==> src/rtl/if_gate_pkg.sv <==
package if_gate_pkg;

  typedef enum logic [2:0] {
    OSEL_OFF   = 3'd0,
    OSEL_COUNT = 3'd1,
    OSEL_DONE  = 3'd2,
    OSEL_BUSY  = 3'd3
  } osel_e;

  // Gate length multiplier over the base window for each select code
  function automatic int unsigned gate_mult(input logic [1:0] code);
    case (code)
      2'b00:   gate_mult = 1;
      2'b01:   gate_mult = 2;
      2'b10:   gate_mult = 8;
      default: gate_mult = 16;
    endcase
  endfunction

endpackage

==> src/rtl/if_edge_sync.sv <==
module if_edge_sync #(
  parameter int STAGES = 2
) (
  input  logic clk,
  input  logic rst,
  input  logic din,
  output logic rise
);
  localparam int PW = STAGES + 1;

  logic [PW-1:0] pipe;

  always_ff @(posedge clk) begin
    if (rst) pipe <= '0;
    else     pipe <= {pipe[PW-2:0], din};
  end

  // Newest synchronized sample high, previous one low
  assign rise = pipe[STAGES-1] & ~pipe[STAGES];

  a_r4_single_rise: assert property (@(posedge clk) disable iff (rst)
    rise |=> !rise);
endmodule

==> src/rtl/if_gate_timer.sv <==
module if_gate_timer #(
  parameter int BASE_TICKS = 300
) (
  input  logic       clk,
  input  logic       rst,
  input  logic       start,
  input  logic [1:0] gate_sel,
  output logic       accept,
  output logic       busy,
  output logic       done
);
  import if_gate_pkg::*;

  localparam int MAX_LEN = BASE_TICKS * 16;
  localparam int TW      = $clog2(MAX_LEN + 1);

  logic [TW-1:0] tick;
  logic [TW-1:0] len_q;
  logic          closing;

  assign accept = start & ~busy & ~closing;

  always_ff @(posedge clk) begin
    if (rst) begin
      busy    <= 1'b0;
      closing <= 1'b0;
      done    <= 1'b0;
      tick    <= '0;
      len_q   <= '0;
    end else begin
      closing <= 1'b0;
      if (accept) begin
        busy  <= 1'b1;
        done  <= 1'b0;
        tick  <= '0;
        len_q <= TW'(BASE_TICKS * gate_mult(gate_sel));
      end else if (busy) begin
        if (tick == len_q - 1'b1) begin
          busy    <= 1'b0;
          closing <= 1'b1;
        end else begin
          tick <= tick + 1'b1;
        end
      end
      if (closing) done <= 1'b1;
    end
  end

  a_r2_busy_after_accept: assert property (@(posedge clk) disable iff (rst)
    accept |=> busy && !done);
  a_r6_done_after_close: assert property (@(posedge clk) disable iff (rst)
    $fell(busy) |=> done);
  a_r6_done_not_busy: assert property (@(posedge clk) disable iff (rst)
    !(busy && done));
  a_r7_busy_ignores_start: assert property (@(posedge clk) disable iff (rst)
    (busy && start) |-> !accept);
  a_r3_tick_in_range: assert property (@(posedge clk) disable iff (rst)
    busy |-> (tick < len_q));
endmodule

==> src/rtl/if_edge_counter.sv <==
module if_edge_counter #(
  parameter int CNT_W = 20
) (
  input  logic             clk,
  input  logic             rst,
  input  logic             accept,
  input  logic             gate,
  input  logic             rise,
  output logic [CNT_W-1:0] count
);
  always_ff @(posedge clk) begin
    if (rst)               count <= '0;
    else if (accept)       count <= '0;
    else if (gate && rise) count <= count + 1'b1;
  end

  a_r4_count_step: assert property (@(posedge clk) disable iff (rst)
    (gate && rise && !accept) |=> count == CNT_W'($past(count) + 1'b1));
  a_r5_frozen_outside: assert property (@(posedge clk) disable iff (rst)
    (!gate && !accept) |=> $stable(count));
  a_r2_cleared_on_start: assert property (@(posedge clk) disable iff (rst)
    accept |=> count == '0);
endmodule

==> src/rtl/if_serial_out.sv <==
module if_serial_out #(
  parameter int CNT_W = 20
) (
  input  logic             clk,
  input  logic             rst,
  input  logic [2:0]       out_sel,
  input  logic             load,
  input  logic             step,
  input  logic [CNT_W-1:0] count,
  input  logic             done,
  input  logic             busy,
  output logic             sdo
);
  import if_gate_pkg::*;

  logic [CNT_W-1:0] sreg;
  logic [CNT_W-1:0] sreg_nxt;
  logic             sdo_nxt;

  always_comb begin
    if (load)      sreg_nxt = count;
    else if (step) sreg_nxt = {sreg[CNT_W-2:0], 1'b0};
    else           sreg_nxt = sreg;
  end

  always_comb begin
    case (osel_e'(out_sel))
      OSEL_COUNT: sdo_nxt = sreg_nxt[CNT_W-1];
      OSEL_DONE:  sdo_nxt = done;
      OSEL_BUSY:  sdo_nxt = busy;
      default:    sdo_nxt = 1'b0;
    endcase
  end

  always_ff @(posedge clk) begin
    if (rst) begin
      sreg <= '0;
      sdo  <= 1'b0;
    end else begin
      sreg <= sreg_nxt;
      sdo  <= sdo_nxt;
    end
  end

  a_r8_msb_on_load: assert property (@(posedge clk) disable iff (rst)
    (out_sel == 3'd1 && load) |=> sdo == $past(count[CNT_W-1]));
  a_r8_next_bit: assert property (@(posedge clk) disable iff (rst)
    (out_sel == 3'd1 && step && !load) |=> sdo == $past(sreg[CNT_W-2]));
  a_r9_quiet_codes: assert property (@(posedge clk) disable iff (rst)
    (out_sel == 3'd0 || out_sel[2]) |=> !sdo);
endmodule

==> src/rtl/if_gate_counter.sv <==
module if_gate_counter #(
  parameter int BASE_TICKS  = 300,
  parameter int CNT_W       = 20,
  parameter int SYNC_STAGES = 2
) (
  input  logic             clk,
  input  logic             rst,
  input  logic             if_in,
  input  logic             start,
  input  logic [1:0]       gate_sel,
  input  logic [2:0]       out_sel,
  input  logic             shift_load,
  input  logic             shift_step,
  output logic [CNT_W-1:0] count,
  output logic             busy,
  output logic             done,
  output logic             sdo
);
  logic rise;
  logic accept;

  if_edge_sync #(.STAGES(SYNC_STAGES)) u_sync (
    .clk(clk), .rst(rst), .din(if_in), .rise(rise)
  );

  if_gate_timer #(.BASE_TICKS(BASE_TICKS)) u_timer (
    .clk(clk), .rst(rst), .start(start), .gate_sel(gate_sel),
    .accept(accept), .busy(busy), .done(done)
  );

  if_edge_counter #(.CNT_W(CNT_W)) u_count (
    .clk(clk), .rst(rst), .accept(accept), .gate(busy),
    .rise(rise), .count(count)
  );

  if_serial_out #(.CNT_W(CNT_W)) u_ser (
    .clk(clk), .rst(rst), .out_sel(out_sel), .load(shift_load),
    .step(shift_step), .count(count), .done(done), .busy(busy), .sdo(sdo)
  );
endmodule

==> config.mk <==
export PLATFORM = sky130hd
export DESIGN_NAME = if_gate_counter
export DESIGN_NICKNAME = d
export VERILOG_FILES = /design/src/rtl/if_gate_pkg.sv /design/src/rtl/if_edge_sync.sv /design/src/rtl/if_gate_timer.sv /design/src/rtl/if_edge_counter.sv /design/src/rtl/if_serial_out.sv /design/src/rtl/if_gate_counter.sv
export SDC_FILE = /design/constraint.sdc
export NUM_CORES = 1
export LEC_CHECK = 0
export ABC_CLOCK_PERIOD_IN_PS = 2530
export BUFFER_PORTS_ARGS = -buffer_cell sky130_fd_sc_hd__buf_2
export CAP_MARGIN = 5
export CELL_PAD_IN_SITES_DETAIL_PLACEMENT = 0
export CELL_PAD_IN_SITES_GLOBAL_PLACEMENT = 1
export CORE_MARGIN = 2
export CORE_UTILIZATION = 30
export CTS_BUF_LIST = sky130_fd_sc_hd__clkbuf_4 sky130_fd_sc_hd__clkbuf_8 sky130_fd_sc_hd__clkbuf_16
export DETAILED_ROUTE_END_ITERATION = 12
export PLACE_DENSITY_LB_ADDON = 0.1
export SETUP_SLACK_MARGIN = 0.3
export SYNTH_ARGS = -nofsm -noshare
export SYNTH_HDL_FRONTEND = slang
export SYNTH_SLANG_ARGS = --single-unit
==> constraint.sdc <==
create_clock -name clk -period 2.53 [get_ports clk]
set_clock_uncertainty 0.2 [all_clocks]
set_input_delay 0.1265 -clock clk [delete_from_list [all_inputs] [get_ports clk]]
set_output_delay 0.1265 -clock clk [all_outputs]
set_load 0.02 [all_outputs]
# Word-level counts from Yosys, hierarchy flattened
# Cells that the tools add are included.
# totals
register_bits,71
input_bits,11
output_inout_bits,23
wordCells,46
# op_classes
addsub,3
multipliers,1
eq_ne,6
mux,12
bitwise,7
reduce_logical,7
# ops
cell,count
two-way mux 32 bit,2
two-way mux 20 bit,2
"multiplier 7 x 32 -> 11 bit, first input constant",1
"adder 20 x 1 -> 20 bit, second input constant",1
one-hot mux 5 bit (3 select lines),1
"adder 13 x 1 -> 13 bit, second input constant",1
== test 13 bit,1
"subtractor 13 x 1 -> 13 bit, second input constant",1
"== test 3 x 2 -> 1 bit, second input constant",2
two-way mux 1 bit,6
NOT 1 bit,4
nonzero test 2 bit,2
AND 1 bit,3
"== test 3 x 1 -> 1 bit, second input constant",1
one-hot mux 1 bit (3 select lines),1
OR reduction 3 bit,1
"== test 2 x 1 -> 1 bit, second input constant",1
"== test 2 bit, second input constant",1
zero test 2 bit,1
AND reduction 2 bit,1
OR reduction 2 bit,1
logical AND 1 bit,1

# Logic depth before layout (Yosys ltp)
# logic_depth
ltp_word,6
ltp_mapped,10
depth_no_buf,10

# Modules after synthesis
# A second synthesis with hierarchy kept.
# unflattened
hier_cells,449
area_unflattened_um2,3774.9
# by_module_without_submodules
mod,n_inst,cells_per_inst,area_per_inst_um2,seq_area_each_um2
if_gate_timer,1,221,1764.2,520.5
if_serial_out,1,114,970.9,420.4
if_edge_counter,1,107,952.2,400.4
if_edge_sync,1,7,87.6,60.1

# Worst setup path after synthesis
# OpenSTA, ideal clock, no wires.
# synth_path
path_kind,register to register
start,register u_timer.len_q[2]
end,register u_timer.tick[3]
setup_ns,0.070
t_arrival_ns,2.306
required_ns,2.260
path_slack_ns,-0.046
stages_incl_launch_ff,10
path_buffers,0
period_less_slack_ns,2.576
cell_sequence,dfxtp_1 > inv_1 > ha_1 > nor4b_2 > and3_1 > a211o_1 > a31oi_1 > nor3_4 > or4_1 > a21oi_1
# synth_via
elab_chain_len,4
# synth_rtl
element,line,source
start: declaration,if_gate_timer.sv:18,logic [TW-1:0] len_q;
start signal: assignment,if_gate_timer.sv:36,len_q <= TW'(BASE_TICKS * gate_mult(gate_sel));
subtractor 13 x 1 -> 13 bit,if_gate_timer.sv:38,if (tick == len_q - 1'b1) begin
== test 13 bit,if_gate_timer.sv:38,
NOT 1 bit (no line),--,
AND reduction 2 bit (no line),--,
end signal: assignment,if_gate_timer.sv:42,tick <= tick + 1'b1;
end: declaration,if_gate_timer.sv:17,logic [TW-1:0] tick;
# Every way passes these cells.
# A chain may end at the register's enable or synchronous reset.

# Final worst setup path
# layout_path
start,register u_timer.len_q[3]
end,register u_timer.busy
# layout_via
elab_chain_len,5
# layout_rtl
element,line,source
subtractor 13 x 1 -> 13 bit,if_gate_timer.sv:38,
== test 13 bit,if_gate_timer.sv:38,
two-way mux 1 bit,if_gate_timer.sv:38,
two-way mux 1 bit,if_gate_timer.sv:37,end else if (busy) begin
two-way mux 1 bit,if_gate_timer.sv:32,if (accept) begin
end signal: assignment,if_gate_timer.sv:25,busy <= 1'b0;
end signal: assignment,if_gate_timer.sv:33,busy <= 1'b1;
end signal: assignment,if_gate_timer.sv:39,busy <= 1'b0;
end: declaration,if_gate_timer.sv:9,"output logic busy,"
# Every way passes these cells.

==> out/summary.json <==
{
  "ctsHtreeMaxLevel": 3,
  "vias": 3052,
  "ys.warnings.count": 0,
  "antennaDiodeCount": 0,
  "drtIter0Drc": 105,
  "routabilityCongestion": 0.775,
  "critPathBufInv": 1,
  "setup_viol": 3,
  "grt_antenna_before_repair": 0,
  "pre_antenna_drt_iters": 8,
  "post_synth_instance_area_sq_um": 3570,
  "io-pin-count": 34,
  "cp_top_family": "simple AND/OR/NAND/NOR gates",
  "port_buffers": 33,
  "layout.nets": 510,
  "tns_ns": -0.0450,
  "synth-seq-cells": 70,
  "dpl_worst_slack_ns": -0.110,
  "placementRows": 39,
  "grt_start_max_net_pins": 24,
  "grt.total_usage": 0.148,
  "worst_path_arrival_time_ns": 2.59,
  "cts_tree": "yes",
  "utilization": 0.398,
  "route.detailed.vias_per_inst": 4.84,
  "criticalPathCategory": "reg2reg",
  "grt_setup_unrepaired": "true",
  "crit_path_cell_trace": "or4_4, or3_4, o2bb2a_4, nand4_4, nor3_4, buf_6, nor2_4, o21ba_1",
  "run_status": "finished, violations left",
  "clk_pin_slew_ns": 0.06,
  "vias_in_the_first_global_route": 3009,
  "layout_common_cells": "sky130_fd_sc_hd__nor2_1 (71), sky130_fd_sc_hd__dfxtp_1 (67), sky130_fd_sc_hd__nand2_1 (42), sky130_fd_sc_hd__a21oi_1 (36), sky130_fd_sc_hd__buf_2 (33)",
  "die_width_um": 113,
  "slew_viol_final": 0,
  "timing.final.ws_setup_ns": -0.0252,
  "synth-edff-count": 0,
  "worst-path-max-fanout": 6,
  "clockRootBuffer": "sky130_fd_sc_hd__clkbuf_16",
  "hold_class": "in2reg",
  "start_kind": "register",
  "coreArea_sq_um": 11500,
  "cp.required_ns": 2.57,
  "grt-ovfl-total": 0,
  "initial_core_util": 0.310,
  "layout_commonest_cell": "sky130_fd_sc_hd__nor2_1",
  "yosysUniqueCellTypes": 47,
  "max-clock-path-buffers": 2,
  "clock_buffer_count_from_cts": 9,
  "layout.cell_area.non_filler_sq_um": 4590,
  "slowest_delay_ns": 0.55,
  "power.ir.vdd_worst_uv": 293,
  "maxSlewHeadroom": 0.682,
  "crit_slowest_cell": "sky130_fd_sc_hd__or4_4",
  "dpl_cell_area_sq_um": 4070,
  "clock_latency_ns": 0.34,
  "remaining_drc_errors": 2,
  "finalHoldViolations": 0,
  "post-route-period-util": 1.01,
  "ys_async_sr_fraction": 0,
  "cells_after_synth": 426,
  "syn_to_final_growth_pct": 28.3,
  "tightest_slew_ns": 0.478,
  "place.detailed.hpwl_um": 6350,
  "hold_ws_ns": 0.0337,
  "synth-seq-area-share": 0.392,
  "synthesis.area_per_instance_sq_um": 8.39,
  "failed_checks": "design-rule violations, negative setup slack",
  "powerDensity_nw_per_um2": 619,
  "highest_attainable_clock_frequency_mhz": 391,
  "tritoncts_num_sinks": 70,
  "fp.dieH_um": 113,
  "cap_viol_max_count": 0,
  "detail-route-antenna-nets": 0,
  "cellLeakagePower_uw": 0.00185,
  "synth.net_count": 454,
  "synth_top_flop_cell": "sky130_fd_sc_hd__dfxtp_1",
  "route.final.wire_length_um": 8860,
  "die_area_sq_um": 12800,
  "global_route_wire_length_before_repair_um": 14900,
  "cp-end-kind": "register",
  "wl_per_cell_um": 14.1,
  "finalWorstPathRequiredPeriod_ns": 2.56,
  "proportion_of_layout_cells_with_a_drive_suffix_above_1": 0.218
}
where the power goes:
| group | internal [uW] | total, uW | switching (uW) |
|---|---|---|---|
| Combinational | 131 | 297 | 166 |
| Sequential | 1120 | 1140 | 19.1 |
| Clock | 916 | 1410 | 490 |
| Total | 2170 | 2840 | 675 |
state kept, by name, summed over array words and instances, names as in the netlist:
name	count
u_count.count	20
u_ser.sreg	20
u_timer.tick	13
u_timer.len_q	10
u_sync.pipe	3
u_ser.sdo	1
u_timer.busy	1
u_timer.closing	1
u_timer.done	1
cell usage after synthesis (3+ instances only):
master / number / area, sq um
sky130_fd_sc_hd__inv_1: 13 / 48.8
sky130_fd_sc_hd__o21ai_0: 12 / 60.1
sky130_fd_sc_hd__ha_1: 16 / 200
sky130_fd_sc_hd__xor2_1: 18 / 158
sky130_fd_sc_hd__a21oi_1: 37 / 185
sky130_fd_sc_hd__buf_1: 5 / 18.8
sky130_fd_sc_hd__nor3_1: 5 / 25.0
sky130_fd_sc_hd__xnor2_1: 11 / 96.3
sky130_fd_sc_hd__a211oi_1: 4 / 30.0
sky130_fd_sc_hd__a31oi_1: 3 / 18.8
sky130_fd_sc_hd__nor2_1: 71 / 267
sky130_fd_sc_hd__or3_1: 15 / 93.8
sky130_fd_sc_hd__mux2i_1: 26 / 260
sky130_fd_sc_hd__and3_1: 6 / 37.5
sky130_fd_sc_hd__dfxtp_1: 70 / 1400
sky130_fd_sc_hd__nand2_1: 42 / 158
sky130_fd_sc_hd__nor3b_1: 4 / 30.0
sky130_fd_sc_hd__nor4_1: 3 / 18.8
sky130_fd_sc_hd__clkbuf_1: 13 / 48.8
sky130_fd_sc_hd__nand4_1: 4 / 25.0
sky130_fd_sc_hd__or2_2: 3 / 18.8
sky130_fd_sc_hd__nand3_1: 12 / 60.1
sky130_fd_sc_hd__nor2b_1: 5 / 31.3
layer usage:
layer	wire [um]	share of wire	track usage	up-vias
met5	0	0	0	-
met3	238	0.027	0.0262	10
met1	4080	0.46	0.182	1439
li1	-	-	-	1576
met2	4370	0.49	0.251	27
met4	172	0.019	0.0659	0
cell families (layout without fill, tap and decap cells):
logic type | Yosys count | in the layout | synth area share
flip-flops | 70 | 70 | 0.392
buffers and inverters | 32 | 93 | 0.0357
XOR/XNOR | 29 | 29 | 0.0711
adder cells (fa/ha/maj) | 17 | 17 | 0.0616
AO/OA/AOI/OAI | 69 | 69 | 0.119
AND/OR/NAND/NOR | 183 | 183 | 0.247
multiplexers | 26 | 26 | 0.0728
final timing paths:
kind / startpoint / endpoint / slack, ns / cells past startpoint
worst max register to register: u_timer.len_q[3] / u_timer.busy / -0.03 / 8
worst min register to register: u_sync.pipe[0] / u_sync.pipe[1] / 0.24 / 1
worst max-delay path: u_timer.len_q[3] / u_timer.busy / -0.03 / 8
worst min-delay path: rst / u_ser.sreg[2] / 0.03 / 2
worst reg2reg max path, delay by kind of cell (launching register included):
| family | cells | cell delay (ns) |
|---|---|---|
| flops | 1 | 0.33 |
| compound gates | 2 | 0.39 |
| simple gates | 5 | 1.38 |
| buf+inv | 1 | 0.17 |
per-stage QoR:
stage                     power, uW  cells
after CTS                      2900    630
after global placement         1430    608
after detailed placement       1430    608
final                          2840    630
after global routing           2980    630
after floorplan                1340    426
layout make-up:
cell class	instances	area (sq um)
Fill cell	1182	6930
Clock buffer	11	253
Multi-Input combinational cell	324	2210
Clock inverter	5	81.3
Inverter	13	48.8
Sequential cell	70	1410
Timing Repair Buffer	64	413
Tap cell	143	179
what timing repair did:
item	4_1_cts	5_1_grt
hold endpoints to repair	2	0
gates resized for setup	21	7
endpoints found under the setup margin	15	16
hold buffers	3	0
pin swaps	12	10
setup buffers	3	0
Power figures use the tool's default switching activity.
